`src/rtl/cbu_pkg.sv`:
```
package cbu_pkg;

  typedef enum logic [1:0] {
    OP_SET    = 2'd0,
    OP_BRANCH = 2'd1,
    OP_LOOP   = 2'd2,
    OP_TEST   = 2'd3
  } cbu_op_e;

  localparam int FLAG_W  = 5;
  localparam int SEL_W   = 4;
  localparam int NUM_CC  = 1 << SEL_W;
  localparam int NUM_PAIR = NUM_CC / 2;

  localparam int FL_X = 4;
  localparam int FL_N = 3;
  localparam int FL_Z = 2;
  localparam int FL_V = 1;
  localparam int FL_C = 0;

  typedef struct packed {
    logic n;
    logic z;
    logic v;
    logic c;
  } cbu_flags_t;

  function automatic cbu_flags_t unpack_flags(input logic [FLAG_W-1:0] f);
    cbu_flags_t r;
    r.n = f[FL_N];
    r.z = f[FL_Z];
    r.v = f[FL_V];
    r.c = f[FL_C];
    return r;
  endfunction

endpackage

```
`src/rtl/cbu_cond_eval.sv`:
```
module cbu_cond_eval
  import cbu_pkg::*;
(
  input  logic [SEL_W-1:0]  sel,
  input  logic [FLAG_W-1:0] flags,
  output logic              hit
);
  cbu_flags_t fl;
  logic [NUM_PAIR-1:0] base;
  logic [NUM_CC-1:0]   truth;

  assign fl = unpack_flags(flags);

  // Even codes carry the positive sense, odd codes its inverse.
  always_comb begin
    base[0] = 1'b1;
    base[1] = ~fl.c & ~fl.z;
    base[2] = ~fl.c;
    base[3] = ~fl.z;
    base[4] = ~fl.v;
    base[5] = ~fl.n;
    base[6] = ~(fl.n ^ fl.v);
    base[7] = ~(fl.n ^ fl.v) & ~fl.z;
  end

  for (genvar p = 0; p < NUM_PAIR; p++) begin : g_pair
    assign truth[2*p]   = base[p];
    assign truth[2*p+1] = ~base[p];
  end

  assign hit = truth[sel];
endmodule

```
`src/rtl/cbu_loop_step.sv`:
```
module cbu_loop_step #(
  parameter int CNT_W  = 32,
  parameter int LOOP_W = 16
) (
  input  logic [CNT_W-1:0] cnt_in,
  input  logic             dec_en,
  output logic [CNT_W-1:0] cnt_next,
  output logic             wrapped
);
  logic [LOOP_W-1:0] low_in;
  logic [LOOP_W-1:0] low_dec;

  assign low_in  = cnt_in[LOOP_W-1:0];
  assign low_dec = low_in - LOOP_W'(1);
  // Decrementing from zero lands on all ones, the loop exit point.
  assign wrapped = dec_en & (low_in == '0);

  if (LOOP_W < CNT_W) begin : g_split
    assign cnt_next = dec_en ? {cnt_in[CNT_W-1:LOOP_W], low_dec} : cnt_in;
  end else begin : g_full
    assign cnt_next = dec_en ? low_dec : cnt_in;
  end
endmodule

```
`src/rtl/cbu_out_reg.sv`:
```
module cbu_out_reg #(
  parameter int W = 8
) (
  input  logic         clk,
  input  logic         rst_n,
  input  logic         load_valid,
  output logic         load_ready,
  input  logic [W-1:0] load_data,
  output logic         q_valid,
  input  logic         q_ready,
  output logic [W-1:0] q_data
);
  assign load_ready = ~q_valid | q_ready;

  always_ff @(posedge clk) begin
    if (!rst_n) begin
      q_valid <= 1'b0;
      q_data  <= '0;
    end else if (load_ready) begin
      q_valid <= load_valid;
      if (load_valid) q_data <= load_data;
    end
  end
endmodule

```
`src/rtl/cond_branch_unit.sv`:
```
module cond_branch_unit
  import cbu_pkg::*;
#(
  parameter int CNT_W  = 32,
  parameter int LOOP_W = 16,
  parameter int BYTE_W = 8
) (
  input  logic              clk,
  input  logic              rst_n,
  input  logic              in_valid,
  output logic              in_ready,
  input  logic [1:0]        op,
  input  logic [SEL_W-1:0]  cc_sel,
  input  logic [FLAG_W-1:0] ccr,
  input  logic [CNT_W-1:0]  cnt_in,
  output logic              out_valid,
  input  logic              out_ready,
  output logic              cond_true,
  output logic [BYTE_W-1:0] set_byte,
  output logic              taken,
  output logic [CNT_W-1:0]  cnt_out
);
  localparam int RES_W = 1 + BYTE_W + 1 + CNT_W;

  cbu_op_e          op_e;
  logic             hit;
  logic             dec_en;
  logic             wrapped;
  logic [CNT_W-1:0] cnt_next;
  logic             take_nx;
  logic [RES_W-1:0] res_d;
  logic [RES_W-1:0] res_q;

  assign op_e = cbu_op_e'(op);

  cbu_cond_eval u_eval (
    .sel   (cc_sel),
    .flags (ccr),
    .hit   (hit)
  );

  assign dec_en = (op_e == OP_LOOP) & ~hit;

  cbu_loop_step #(.CNT_W(CNT_W), .LOOP_W(LOOP_W)) u_step (
    .cnt_in   (cnt_in),
    .dec_en   (dec_en),
    .cnt_next (cnt_next),
    .wrapped  (wrapped)
  );

  always_comb begin
    unique case (op_e)
      OP_BRANCH: take_nx = hit;
      OP_LOOP:   take_nx = dec_en & ~wrapped;
      default:   take_nx = 1'b0;
    endcase
  end

  assign res_d = {hit, {BYTE_W{hit}}, take_nx, cnt_next};

  cbu_out_reg #(.W(RES_W)) u_out (
    .clk        (clk),
    .rst_n      (rst_n),
    .load_valid (in_valid),
    .load_ready (in_ready),
    .load_data  (res_d),
    .q_valid    (out_valid),
    .q_ready    (out_ready),
    .q_data     (res_q)
  );

  assign {cond_true, set_byte, taken, cnt_out} = res_q;
endmodule

```
`config.mk`:
```
export PLATFORM = sky130hd
export DESIGN_NAME = cond_branch_unit
export DESIGN_NICKNAME = d
export VERILOG_FILES = /design/src/rtl/cbu_pkg.sv /design/src/rtl/cbu_cond_eval.sv /design/src/rtl/cbu_loop_step.sv /design/src/rtl/cbu_out_reg.sv /design/src/rtl/cond_branch_unit.sv
export SDC_FILE = /design/constraint.sdc
export NUM_CORES = 1
export LEC_CHECK = 0
export ABC_AREA = 1
export BUFFER_PORTS_ARGS = -buffer_cell sky130_fd_sc_hd__buf_2
export CAP_MARGIN = 20
export CORE_AREA = 2 2 71 73
export DETAILED_ROUTE_END_ITERATION = 16
export DIE_AREA = 0 0 73 75
export GPL_TIMING_DRIVEN = 0
export PLACE_DENSITY_LB_ADDON = 0.3
export SYNTH_ARGS = -nofsm -noshare
export SYNTH_HDL_FRONTEND = slang
export SYNTH_SLANG_ARGS = --single-unit
```
`constraint.sdc`:
```
create_clock -name clk -period 1.45 [get_ports clk]
set_input_delay 0.145 -clock clk [delete_from_list [all_inputs] [get_ports clk]]
set_output_delay 0.145 -clock clk [all_outputs]
set_load 0.01 [all_outputs]
```
==> summary.md, run 1 <==
| Metric | Value |
|---|---|
| FF-to-FF Start | `u_out.q_valid$_SDFFE_PN0N_` |
| Multiplexer fraction of the synthesized cell area | `0%` |
| Number of antenna violations at the first check in global routing | `0` |
| Mean instance size in the synthesized netlist | `between 6 and 7 µm²` |
| Placement Rows | `25` |
| Post-route setup TNS | `0 ns` |
| Parity-gate share of the synthesized area counting xor and xnor cells | `slightly above 6%` |
| Period utilization | `roughly nine tenths` |
| Number of nets with antenna violations after detailed routing | `0` |
| Worst-case headroom to the max-slew limit | `about two thirds` |
| Average wire per standard cell | `about 11 µm` |
| Number of vias in the routed layout | `around 2.2k` |
| Worst Tran Pin Value | `roughly 0.49 ns` |
| DP Wirelength | `between 4000 and 5000 µm` |
| Hold-fix buffers, CTS | `0` |
| Pre-CTS setup slack | `-0.130 ns` |
| Total length of routed wires | `approximately 5300 µm` |
| Grt total ovfl | `0` |
| Area growth from synthesis to layout | `29.2%` |
| Maximum VDD drop | `around 0.5 mV` |
| Final setup violation count | `0` |
| Total design power | `2.62 mW` |
| Count of different cell masters after synthesis | `28` |
| Max-cap violations | `0` |
| Area taken by flip-flops and latches | `around 700 µm²` |
| Setup slack of the most critical reg-to-reg path | `between 0.1 and 0.15 ns` |
| Crit path launch type | `flip-flop` |
| Starting utilization of the core area | `approximately 47%` |
| Achievable clock frequency | `769 MHz` |
| Total leakage power | `about 1.5 nW` |
| Comb power frac | `between 20% and 30%` |
| Mapped Nets | `368` |
| Reg2Reg Depth | `7` |
| Critical-path maximum fanout | `10` |
| Share of power burned in the clock network | `between 30% and 40%` |
| Post-DP Area | `roughly 2700 µm²` |
| Vertical die dimension | `around 75 µm` |
| Compound-cell area share of the yosys netlist | `6.03%` |
| First-pass GRT wire length | `about 8300 µm` |
| Skew-Pair Late Insertion Delay | `about 0.29 ns` |
| Number of levels the H-tree was split into | `2` |
| Worst hold path endpoint | `u_out.q_data[25]$_SDFFE_PN0P_` |
| CTS buffer count | `5` |
| TritonCTS clock tree | `done` |
| Placeable core region | `about 4700 µm²` |
| Final antenna diode count | `0` |
| Input/output buffers | `89` |
| Most frequent standard cell in the layout excluding fill and tap cells | `buf_2` |
| Setup ws final | `around 0.15 ns` |
| Number of flip-flops and latches in the synthesized netlist | `35` |
| Worst Hold Class | `input pin to flip-flop` |
| Filler cells | `roughly 470` |
| Category of the most critical setup path | `flip-flop to flip-flop` |
| Type of destination of the critical path | `flip-flop` |
| Required arrival time at the worst endpoint | `approximately 1.7 ns` |
| Outcome | `finished clean` |
| # nets final | `roughly 470` |
| Layout cells sized above 1 | `between 30% and 40%` |
| Switching fraction of total power | `between 20% and 30%` |
| Seq/Total Area, Yosys | `between 30% and 40%` |
| Max Transition Viols Final | `0` |
| Crit Reg-Reg Endpoint | `u_out.q_data[23]$_SDFFE_PN0P_` |
| Post-route cell area | `2810 µm²` |
| Buffer cell driving the clock tree root | `clkbuf_8` |
| Data arrival time of the worst path | `between 1.5 and 2 ns` |
| Number of placed I/O pins | `between 90 and 100` |
| Global Route Usage Sum | `19.8%` |
| Number of cells traversed by the worst hold path | `3` |
| TritonRoute pass-1 iters | `4` |
| Final critical path time including I/O delays and setup | `approximately 1.3 ns` |
| Post-Synthesis Cells | `about 320` |
| Adder-cell area share of the yosys netlist | `under 10%` |
| Ratio of total power to cell area | `between 900 and 1000 nW/µm²` |
| Largest net degree at the start of global routing | `13` |
| RSZ-0062 raised after global routing | `false` |
| Number of warnings reported in the yosys synthesis log | `0` |
| Internal Power | `between 1.5 and 2 mW` |
| Post-Synth Simple-Gate Area | `about two fifths` |
| Cell area after synthesis | `between 2000 and 2500 µm²` |
| Maximum clock insertion buffer count | `2` |
| Final clock skew | `~0.0054 ns` |
| Hold Startpoint | `cnt_in[25]` |
| Initial drt markers | `between 100 and 150` |
| Final-layout worst hold slack | `0.0984 ns` |
| # DRC | `0` |
| Routability cong. | `about 0.87` |
| Area occupied by multi-input gates | `between 1000 and 1500 µm²` |
| Detail-routed via count per cell | `4.73` |
| Number of global-route vias before repair | `~1.9k` |
| Die ar. | `about 5500 µm²` |
| Overall die width | `around 73 µm` |
| Net switching power | `about 0.78 mW` |
| CTS sink cnt | `35` |
| Most used cells in the layout excluding fill and tap cells | `buf_2, nor2_1, nand2_1` |
| Number of hold-slack violations in the final timing report | `0` |
| Register share of total power | `41.2%` |
| Clock input transition at the sequential cells of the worst setup and hold paths | `about 0.080 ns` |
| Combinational family with the most area after synthesis | `simple AND/OR/NAND/NOR gates` |
==> worst max-delay path by stage <==
stage	start	endpoint
after floorplan	cnt_in[0]	u_out.q_data[12]$_SDFFE_PN0P_
after global placement	cnt_in[0]	u_out.q_data[12]$_SDFFE_PN0P_
after detailed placement	cnt_in[0]	u_out.q_data[12]$_SDFFE_PN0P_
after CTS	u_out.q_valid$_SDFFE_PN0N_	u_out.q_data[24]$_SDFFE_PN0P_
after global routing	cnt_in[0]	u_out.q_data[14]$_SDFFE_PN0P_
final	u_out.q_valid$_SDFFE_PN0N_	u_out.q_data[23]$_SDFFE_PN0P_
==> layout make-up <==
cell class / count / share of cell area (%)
Multi-Input combinational cell: 232 / 43.5
Sequential cell: 35 / 24.9
Timing Repair Buffer: 90 / 16.1
Buffer: 21 / 5.25
Inverter: 29 / 3.87
Clock buffer: 5 / 2.45
Tap cell: 54 / 2.40
Clock inverter: 3 / 1.56
==> worst max-delay path, stage by stage, from the launching register on <==
cell and delay, ns:
dfxtp_1 0.31, nand2_1 0.09, nand2_1 0.09, inv_1 0.11, buf_2 0.23, buf_2 0.26, nor2_1 0.07, nor2_1 0.09
==> power groups by stage <==
stage / registers (mW) / logic [mW] / clock network [mW]
2_1_floorplan: 1.14 / 0.376 / 0
3_3_place_gp: 1.10 / 0.657 / 0
3_5_place_dp: 1.10 / 0.668 / 0
4_1_cts: 1.08 / 0.671 / 0.902
5_1_grt: 1.09 / 0.747 / 0.935
6_report: 1.08 / 0.668 / 0.872
==> layer usage <==
metal	GRT usage, %	wire [µm]	share of wire [%]
met1	24.8	2330	44
met2	32.9	2520	48
met3	5.62	339	6.5
met4	7.00	52	0.99
met5	0	0	0
==> registers in the layout, indices dropped and copies added, names as in the netlist <==
| name | count |
|---|---|
| u_out.q_data | 34 |
| u_out.q_valid | 1 |
==> through the flow <==
stage                     util (%)  instances
after floorplan                  -        317
after global placement        57.7        460
after detailed placement      57.7        460
after CTS                     60.1        468
after global routing          60.3        469
final                         60.3        469
==> cell usage after synthesis (all sizes together) <==
library cell	count	area share, %
o211ai	1	0.57
o21ai	18	4.1
nor2	85	15
ha	4	2.3
nand4	1	0.29
clkbuf	4	0.69
nand2	61	14
xnor2	7	2.8
a21oi	5	1.3
inv	28	4.8
xor2	8	3.2
nand3	37	11
dfxtp	35	32
nor3	5	1.6
buf	17	6.1
clkinv	1	0.17
==> cells by family after synthesis <==
group,count (synthesis)
xor gates and xnor gates,15
and+or+nand+nor,189
AOI/OAI and AO/OA,24
buffers and inverters,50
adders and majority gates,4
DFF,35
==> repair_timing <==
item | in CTS | in global routing
setup endpoints to repair | 0 | 1
gates resized for setup | 0 | 1
setup buffers | 0 | 1
hold endpoints to repair | 0 | 0
(Power assumes the default switching activity.)
==> run 2, diff against run 1 <==
--- a/config.mk
+++ b/config.mk
@@ -13,6 +13,7 @@
 export DIE_AREA = 0 0 73 75
 export GPL_TIMING_DRIVEN = 0
 export PLACE_DENSITY_LB_ADDON = 0.3
+export RECOVER_POWER = 25
 export SYNTH_ARGS = -nofsm -noshare
 export SYNTH_HDL_FRONTEND = slang
 export SYNTH_SLANG_ARGS = --single-unit
==> summary.md, run 2 (synthesis gave the netlist of run 1 again) <==
| Metric | Value |
|---|---|
| Outcome | `finished clean (unchanged)` |
| Required arrival time at the worst endpoint | `1.68 ns (about the same)` |
| Routability cong. | `0.871 (unchanged)` |
| Layout cells sized above 1 | `31.1% (was 35.7%)` |
| Number of hold-slack violations in the final timing report | `0 (unchanged)` |
| Most used cells in the layout excluding fill and tap cells | `nor2_1, buf_2, nand2_1 (was buf_2, nor2_1, nand2_1)` |
| First-pass GRT wire length | `8310 µm (unchanged)` |
| Worst Hold Class | `input pin to flip-flop (unchanged)` |
| DP Wirelength | `4180 µm (unchanged)` |
| Data arrival time of the worst path | `1.54 ns (was 1.53 ns)` |
| Largest registers in the final layout | `u_out.q_data (34), u_out.q_valid (1) (unchanged)` |
| Number of placed I/O pins | `91 (unchanged)` |
| Area occupied by multi-input gates | `1220 µm² (unchanged)` |
| Period utilization | `90.3% (was 89.7%)` |
| # nets final | `465 (unchanged)` |
| Number of levels the H-tree was split into | `2 (unchanged)` |
| Filler cells | `475 (was 467)` |
| TritonCTS clock tree | `done (unchanged)` |
| Total leakage power | `1.45 nW (was 1.52 nW)` |
| Delay of the slowest critical-path stage | `0.31 ns (about the same)` |
| Total design power | `2.61 mW (was 2.62 mW)` |
| Overall die width | `73 µm (unchanged)` |
| Global Route Usage Sum | `19.8% (unchanged)` |
| Final critical path time including I/O delays and setup | `1.31 ns (was 1.30 ns)` |
| TritonRoute pass-1 iters | `4 (unchanged)` |
| Worst-case headroom to the max-slew limit | `69.2% (was 67.5%)` |
| Most frequent standard cell in the layout excluding fill and tap cells | `nor2_1 (was buf_2)` |
| Ratio of total power to cell area | `934 nW/µm² (was 931 nW/µm²)` |
| Maximum clock insertion buffer count | `2 (unchanged)` |
| Final antenna diode count | `0 (unchanged)` |
| Grt total ovfl | `0 (unchanged)` |
| CTS buffer count | `5 (unchanged)` |
| Post-route setup TNS | `0 ns (unchanged)` |
| Critical-path maximum fanout | `10 (unchanged)` |
| Average wire per standard cell | `11.2 µm (about the same)` |
| Area taken by flip-flops and latches | `701 µm² (unchanged)` |
| Number of antenna violations at the first check in global routing | `0 (unchanged)` |
| Placement Rows | `25 (unchanged)` |
| Starting utilization of the core area | `46.7% (unchanged)` |
| Clock input transition at the sequential cells of the worst setup and hold paths | `0.08 ns (about the same)` |
| Final setup violation count | `0 (unchanged)` |
| Initial drt markers | `105 (unchanged)` |
| Max Transition Viols Final | `0 (unchanged)` |
| Number of nets with antenna violations after detailed routing | `0 (unchanged)` |
| Placeable core region | `4660 µm² (unchanged)` |
| Largest net degree at the start of global routing | `13 (unchanged)` |
| CTS sink cnt | `35 (unchanged)` |
| Category of the most critical setup path | `flip-flop to flip-flop (unchanged)` |
| Type of destination of the critical path | `flip-flop (unchanged)` |
| # DRC | `0 (unchanged)` |
| Input/output buffers | `89 (unchanged)` |
| Worst Tran Pin Value | `0.462 ns (was 0.487 ns)` |
| Total length of routed wires | `5250 µm (about the same)` |
| Maximum VDD drop | `0.540 mV (was 0.511 mV)` |
| Max FFs per register | `34 (unchanged)` |
| Crit path launch type | `flip-flop (unchanged)` |
| Die ar. | `5480 µm² (unchanged)` |
| Critical path cell sequence | `nand2_1 > nand2_1 > inv_1 > buf_2 > buf_2 > nor2_1 > nor2_1 (unchanged)` |
| Cell with the biggest individual delay on the critical path | `dfxtp_1 (unchanged)` |
| Max-cap violations | `0 (unchanged)` |
| Detail-routed via count per cell | `4.72 (was 4.73)` |
| Number of global-route vias before repair | `1865 (unchanged)` |
| RSZ-0062 raised after global routing | `false (unchanged)` |
| Skew-Pair Late Insertion Delay | `0.29 ns (about the same)` |
| Register with the highest flop count | `u_out.q_data (unchanged)` |
| Vertical die dimension | `75 µm (unchanged)` |
| Buffer cell driving the clock tree root | `clkbuf_8 (unchanged)` |
| Number of vias in the routed layout | `2215 (was 2220)` |
| Final clock skew | `0.00481 ns (was 0.00543 ns)` |
| Achievable clock frequency | `764 MHz (was 769 MHz)` |
| Area growth from synthesis to layout | `28.1% (was 29.2%)` |
[run 2: cell count changes in the layout (fill, tap and decap cells not counted)]
cell,change
clkbuf_1,+19
buf_2,-19
[run 2: worst paths after layout]
path	endpoint	depth (start not counted)	slack, ns	from
worst max-delay path	u_out.q_data[26]$_SDFFE_PN0P_	7	0.14	u_out.q_valid$_SDFFE_PN0N_
worst min-delay path	u_out.q_data[25]$_SDFFE_PN0P_	3	0.1	cnt_in[25]
worst max register to register	u_out.q_data[26]$_SDFFE_PN0P_	7	0.14	u_out.q_valid$_SDFFE_PN0N_
worst min register to register	u_out.q_data[32]$_SDFFE_PN0P_	2	0.47	u_out.q_data[32]$_SDFFE_PN0P_
[run 2: per-stage QoR]
stage                     hold WS, ns  cells  utilization (%)  area (µm²)  setup WS [ns]
after floorplan                 0.281    317                -        2180          0.227
after CTS                      0.0934    468             60.1        2800          0.136
after global routing            0.107    469             59.8        2790         0.0111
final                          0.0992    469             59.8        2790          0.141
after global placement          0.395    460             57.7        2690         -0.128
after detailed placement        0.401    460             57.7        2690         -0.130
[run 2: worst max-delay path: cells and delay by family (launching register included)]
kind	cells	cell delay, ns
flops	1	0.31
buf+inv	3	0.60
simple gates	4	0.33
[run 2: cell type report]
class,count,share of cell area (%)
Multi-Input combinational cell,232,43.8
Timing Repair Buffer,90,15.4
Clock buffer,5,2.47
Clock inverter,3,1.57
Inverter,29,3.90
Sequential cell,35,25.1
Buffer,21,5.29
Tap cell,54,2.42
[run 2: power breakdown]
| part | switching [mW] | total (mW) | internal, mW |
|---|---|---|---|
| registers | 0.0405 | 1.08 | 1.04 |
| clock network | 0.358 | 0.869 | 0.511 |
| logic | 0.383 | 0.657 | 0.274 |
| total | 0.781 | 2.61 | 1.82 |
[run 2: metal layers]
layer / wire (µm) / vias to the layer above / GRT usage [%]
met5: 0 / - / 0
met4: 52 / 0 / 7.00
met3: 333 / 6 / 5.62
met2: 2530 / 70 / 32.9
met1: 2340 / 963 / 24.8
li1: - / 1176 / -
[run 2: repair_timing]
| action | in CTS | in global routing |
|---|---|---|
| gates resized for setup | 0 | 1 |
| buffers inserted | 0 | 1 |
| setup endpoints to repair | 0 | 1 |
| hold buffers | 0 | 0 |
==> run 3, diff against run 2 <==
--- a/config.mk
+++ b/config.mk
@@ -8,9 +8,9 @@
 export ABC_AREA = 1
 export BUFFER_PORTS_ARGS = -buffer_cell sky130_fd_sc_hd__buf_2
 export CAP_MARGIN = 20
-export CORE_AREA = 2 2 71 73
+export CORE_AREA = 2 2 75 77
 export DETAILED_ROUTE_END_ITERATION = 16
-export DIE_AREA = 0 0 73 75
+export DIE_AREA = 0 0 77 79
 export GPL_TIMING_DRIVEN = 0
 export PLACE_DENSITY_LB_ADDON = 0.3
 export RECOVER_POWER = 25
==> constraint.sdc (replaced) <==
create_clock -name clk -period 1.2 [get_ports clk]
set_input_delay 0.12 -clock clk [delete_from_list [all_inputs] [get_ports clk]]
set_output_delay 0.12 -clock clk [all_outputs]
set_load 0.01 [all_outputs]
==> summary.md, run 3 (synthesis gave the netlist of run 1 again) <==
| Metric | Value |
|---|---|
| Number of global-route vias before repair | `2006 (was 1865)` |
| Total length of routed wires | `5530 µm (was 5250 µm)` |
| Input/output buffers | `89 (unchanged)` |
| Ratio of total power to cell area | `1040 nW/µm² (was 934 nW/µm²)` |
| Total instance count after detailed placement | `478 (was 460)` |
| Number of nets with antenna violations after detailed routing | `0 (unchanged)` |
| Final setup violation count | `0 (unchanged)` |
| Max Transition Viols Final | `0 (unchanged)` |
| Clock input transition at the sequential cells of the worst setup and hold paths | `0.06 ns (was 0.08 ns)` |
| # nets final | `466 (was 465)` |
| Number of placed I/O pins | `91 (unchanged)` |
| Routability cong. | `0.909 (was 0.871)` |
| Starting utilization of the core area | `40.8% (was 46.7%)` |
| Net switching power | `0.936 mW (was 0.782 mW)` |
| Period utilization | `between 90 and 100%` |
| Setup ws final | `0.0855 ns (was 0.141 ns)` |
| First-pass GRT wire length | `8930 µm (was 8310 µm)` |
| Achievable clock frequency | `between 800 and 900 MHz` |
| Number of vias in the routed layout | `2231 (was 2215)` |
| Overall die width | `77 µm (was 73 µm)` |
| Layout cells sized above 1 | `34.7% (was 31.1%)` |
| Max FFs per register | `34 (unchanged)` |
| Placement Rows | `27 (was 25)` |
| FF-to-FF Start | `u_out.q_valid$_SDFFE_PN0N_ (unchanged)` |
| Skew-Pair Late Insertion Delay | `0.29 ns (about the same)` |
| TritonCTS clock tree | `done (unchanged)` |
| Final-layout worst hold slack | `0.0883 ns (was 0.0992 ns)` |
| Final std cells w/o fill | `487 (was 469)` |
| Crit path launch type | `input pin (was flip-flop)` |
| Die ar. | `6080 µm² (was 5480 µm²)` |
| Global Route Usage Sum | `18.1% (was 19.8%)` |
| Maximum clock insertion buffer count | `2 (unchanged)` |
| Switching fraction of total power | `31.2% (was 30.0%)` |
| Comb power frac | `27.9% (was 25.2%)` |
| Pre-CTS setup slack | `-0.391 ns (was -0.130 ns)` |
| Share of power burned in the clock network | `28.5% (was 33.4%)` |
| Largest delay contributor family on the critical path | `simple AND/OR/NAND/NOR gates (was buffers and inverters)` |
| Sum of buffers and inverters on the critical path | `3 (unchanged)` |
| Number of antenna violations at the first check in global routing | `0 (unchanged)` |
| Detail-routed via count per cell | `4.58 (was 4.72)` |
| Final critical path time including I/O delays and setup | `roughly 1.1 ns` |
| Vertical die dimension | `79 µm (was 75 µm)` |
| Register with the highest flop count | `u_out.q_data (unchanged)` |
| CTS sink cnt | `35 (unchanged)` |
| Hold Startpoint | `cnt_in[21] (was cnt_in[25])` |
| Hold-fix buffers, CTS | `0 (unchanged)` |
| Internal Power | `2.06 mW (was 1.82 mW)` |
| Worst Hold Class | `input pin to flip-flop (unchanged)` |
| CTS buffer count | `5 (unchanged)` |
| Buffer cell driving the clock tree root | `clkbuf_8 (unchanged)` |
| Cell type with the highest occurrence count on the critical path | `nand2_1` |
| Critical-path maximum fanout | `5 (was 10)` |
| Number of levels the H-tree was split into | `2 (unchanged)` |
| Delay of the slowest critical-path stage | `0.18 ns (was 0.31 ns)` |
| Data arrival time of the worst path | `1.29 ns (was 1.54 ns)` |
| Number of hold-slack violations in the final timing report | `0 (unchanged)` |
| Category of the most critical setup path | `input pin to flip-flop (was flip-flop to flip-flop)` |
| Worst Tran Pin Value | `0.441 ns (was 0.462 ns)` |
| Total leakage power | `1.48 nW (was 1.45 nW)` |
| Cell with the biggest individual delay on the critical path | `nor3_4 (was dfxtp_1)` |
| Outcome | `finished clean (unchanged)` |
| CP Launch Point | `cnt_in[0] (was u_out.q_valid$_SDFFE_PN0N_)` |
| Initial drt markers | `105 (unchanged)` |
| # DRC | `0 (unchanged)` |
| Placeable core region | `5340 µm² (was 4660 µm²)` |
| Most frequent standard cell in the layout excluding fill and tap cells | `nor2_1 (unchanged)` |
| Max-cap violations | `0 (unchanged)` |
| Largest net degree at the start of global routing | `11 (was 13)` |
| Area growth from synthesis to layout | `32.4% (was 28.1%)` |
| Final clock skew | `0.00987 ns (was 0.00481 ns)` |
| Required arrival time at the worst endpoint | `1.38 ns (was 1.68 ns)` |
| DP Wirelength | `4200 µm (was 4180 µm)` |
| Final antenna diode count | `0 (unchanged)` |
| Total design power | `3.00 mW (was 2.61 mW)` |
| Most used cells in the layout excluding fill and tap cells | `nor2_1, buf_2, nand2_1 (unchanged)` |
| Largest registers in the final layout | `u_out.q_data (34), u_out.q_valid (1) (unchanged)` |
| Type of destination of the critical path | `flip-flop (unchanged)` |
| Worst-case headroom to the max-slew limit | `70.6% (was 69.2%)` |
| TritonRoute pass-1 iters | `4 (unchanged)` |
| Final design utilization | `54.0% (was 59.8%)` |
| Maximum VDD drop | `0.448 mV (was 0.540 mV)` |
| Grt total ovfl | `0 (unchanged)` |
| Register share of total power | `43.6% (was 41.4%)` |
| Average wire per standard cell | `11.4 µm (was 11.2 µm)` |
| Critical path cell sequence | `buf_2 > inv_2 > ha_4 > nand2_4 > nor3_4 > nand2_1 > xnor2_1 > nand3_1 > nand3_2 > nand2_1 > inv_1 (was nand2_1 > nand2_1 > inv_1 > buf_2 > buf_2 > nor2_1 > nor2_1)` |
run 3: power by group through the flow:
| stage | logic [mW] | clock network, mW | registers (mW) |
|---|---|---|---|
| after floorplan | 0.455 | 0 | 1.38 |
| after global placement | 0.801 | 0 | 1.33 |
| after detailed placement | 0.809 | 0 | 1.33 |
| after CTS | 0.821 | 0.881 | 1.30 |
| after global routing | 0.932 | 0.961 | 1.32 |
| final | 0.837 | 0.854 | 1.31 |
run 3: metal layers:
layer / GRT usage (%) / share of wire (%) / up-vias
met4: 5.54 / 1.3 / 0
met5: 0 / 0 / -
met3: 3.86 / 7.2 / 6
li1: - / - / 1176
met2: 31.4 / 45 / 80
met1: 22.6 / 46 / 969
run 3: tightest hold or removal path: stages:
cell	delay, ns
buf_2	0.07
o21ai_0	0.07
nor2_1	0.08
run 3: cell type report:
type                       instances  area, µm²
tap                               72       90.1
inverter                          29        109
fill                             579       2460
timing repair buffer              91        438
sequential                        35        703
clock buffer                       6       82.6
buffer                            21        174
clock inverter                     1       5.00
multi-input combinational        232       1280
run 3: stage by stage:
| stage | setup TNS [ns] | area [µm²] |
|---|---|---|
| final | 0 | 2880 |
| after floorplan | 0 | 2180 |
| after global routing | -0.00993 | 2880 |
| after CTS | 0 | 2830 |
| after detailed placement | -4.70 | 2720 |
| after global placement | -4.18 | 2720 |
run 3: path summary, 6_finish.rpt:
kind                                        end  slack, ns  cells past startpoint
setup / recovery  u_out.q_data[14]$_SDFFE_PN0P_       0.09                     11
hold / removal    u_out.q_data[21]$_SDFFE_PN0P_       0.09                      3
setup reg to reg   u_out.q_data[0]$_SDFFE_PN0P_       0.09                      7
hold reg to reg    u_out.q_data[1]$_SDFFE_PN0P_       0.47                      2
run 3: what timing repair did:
action / 4_1_cts / 5_1_grt
setup endpoints to repair: 15 / 43
gates resized for setup: 8 / 20
pin swaps: 0 / 2
buffers inserted: 0 / 2
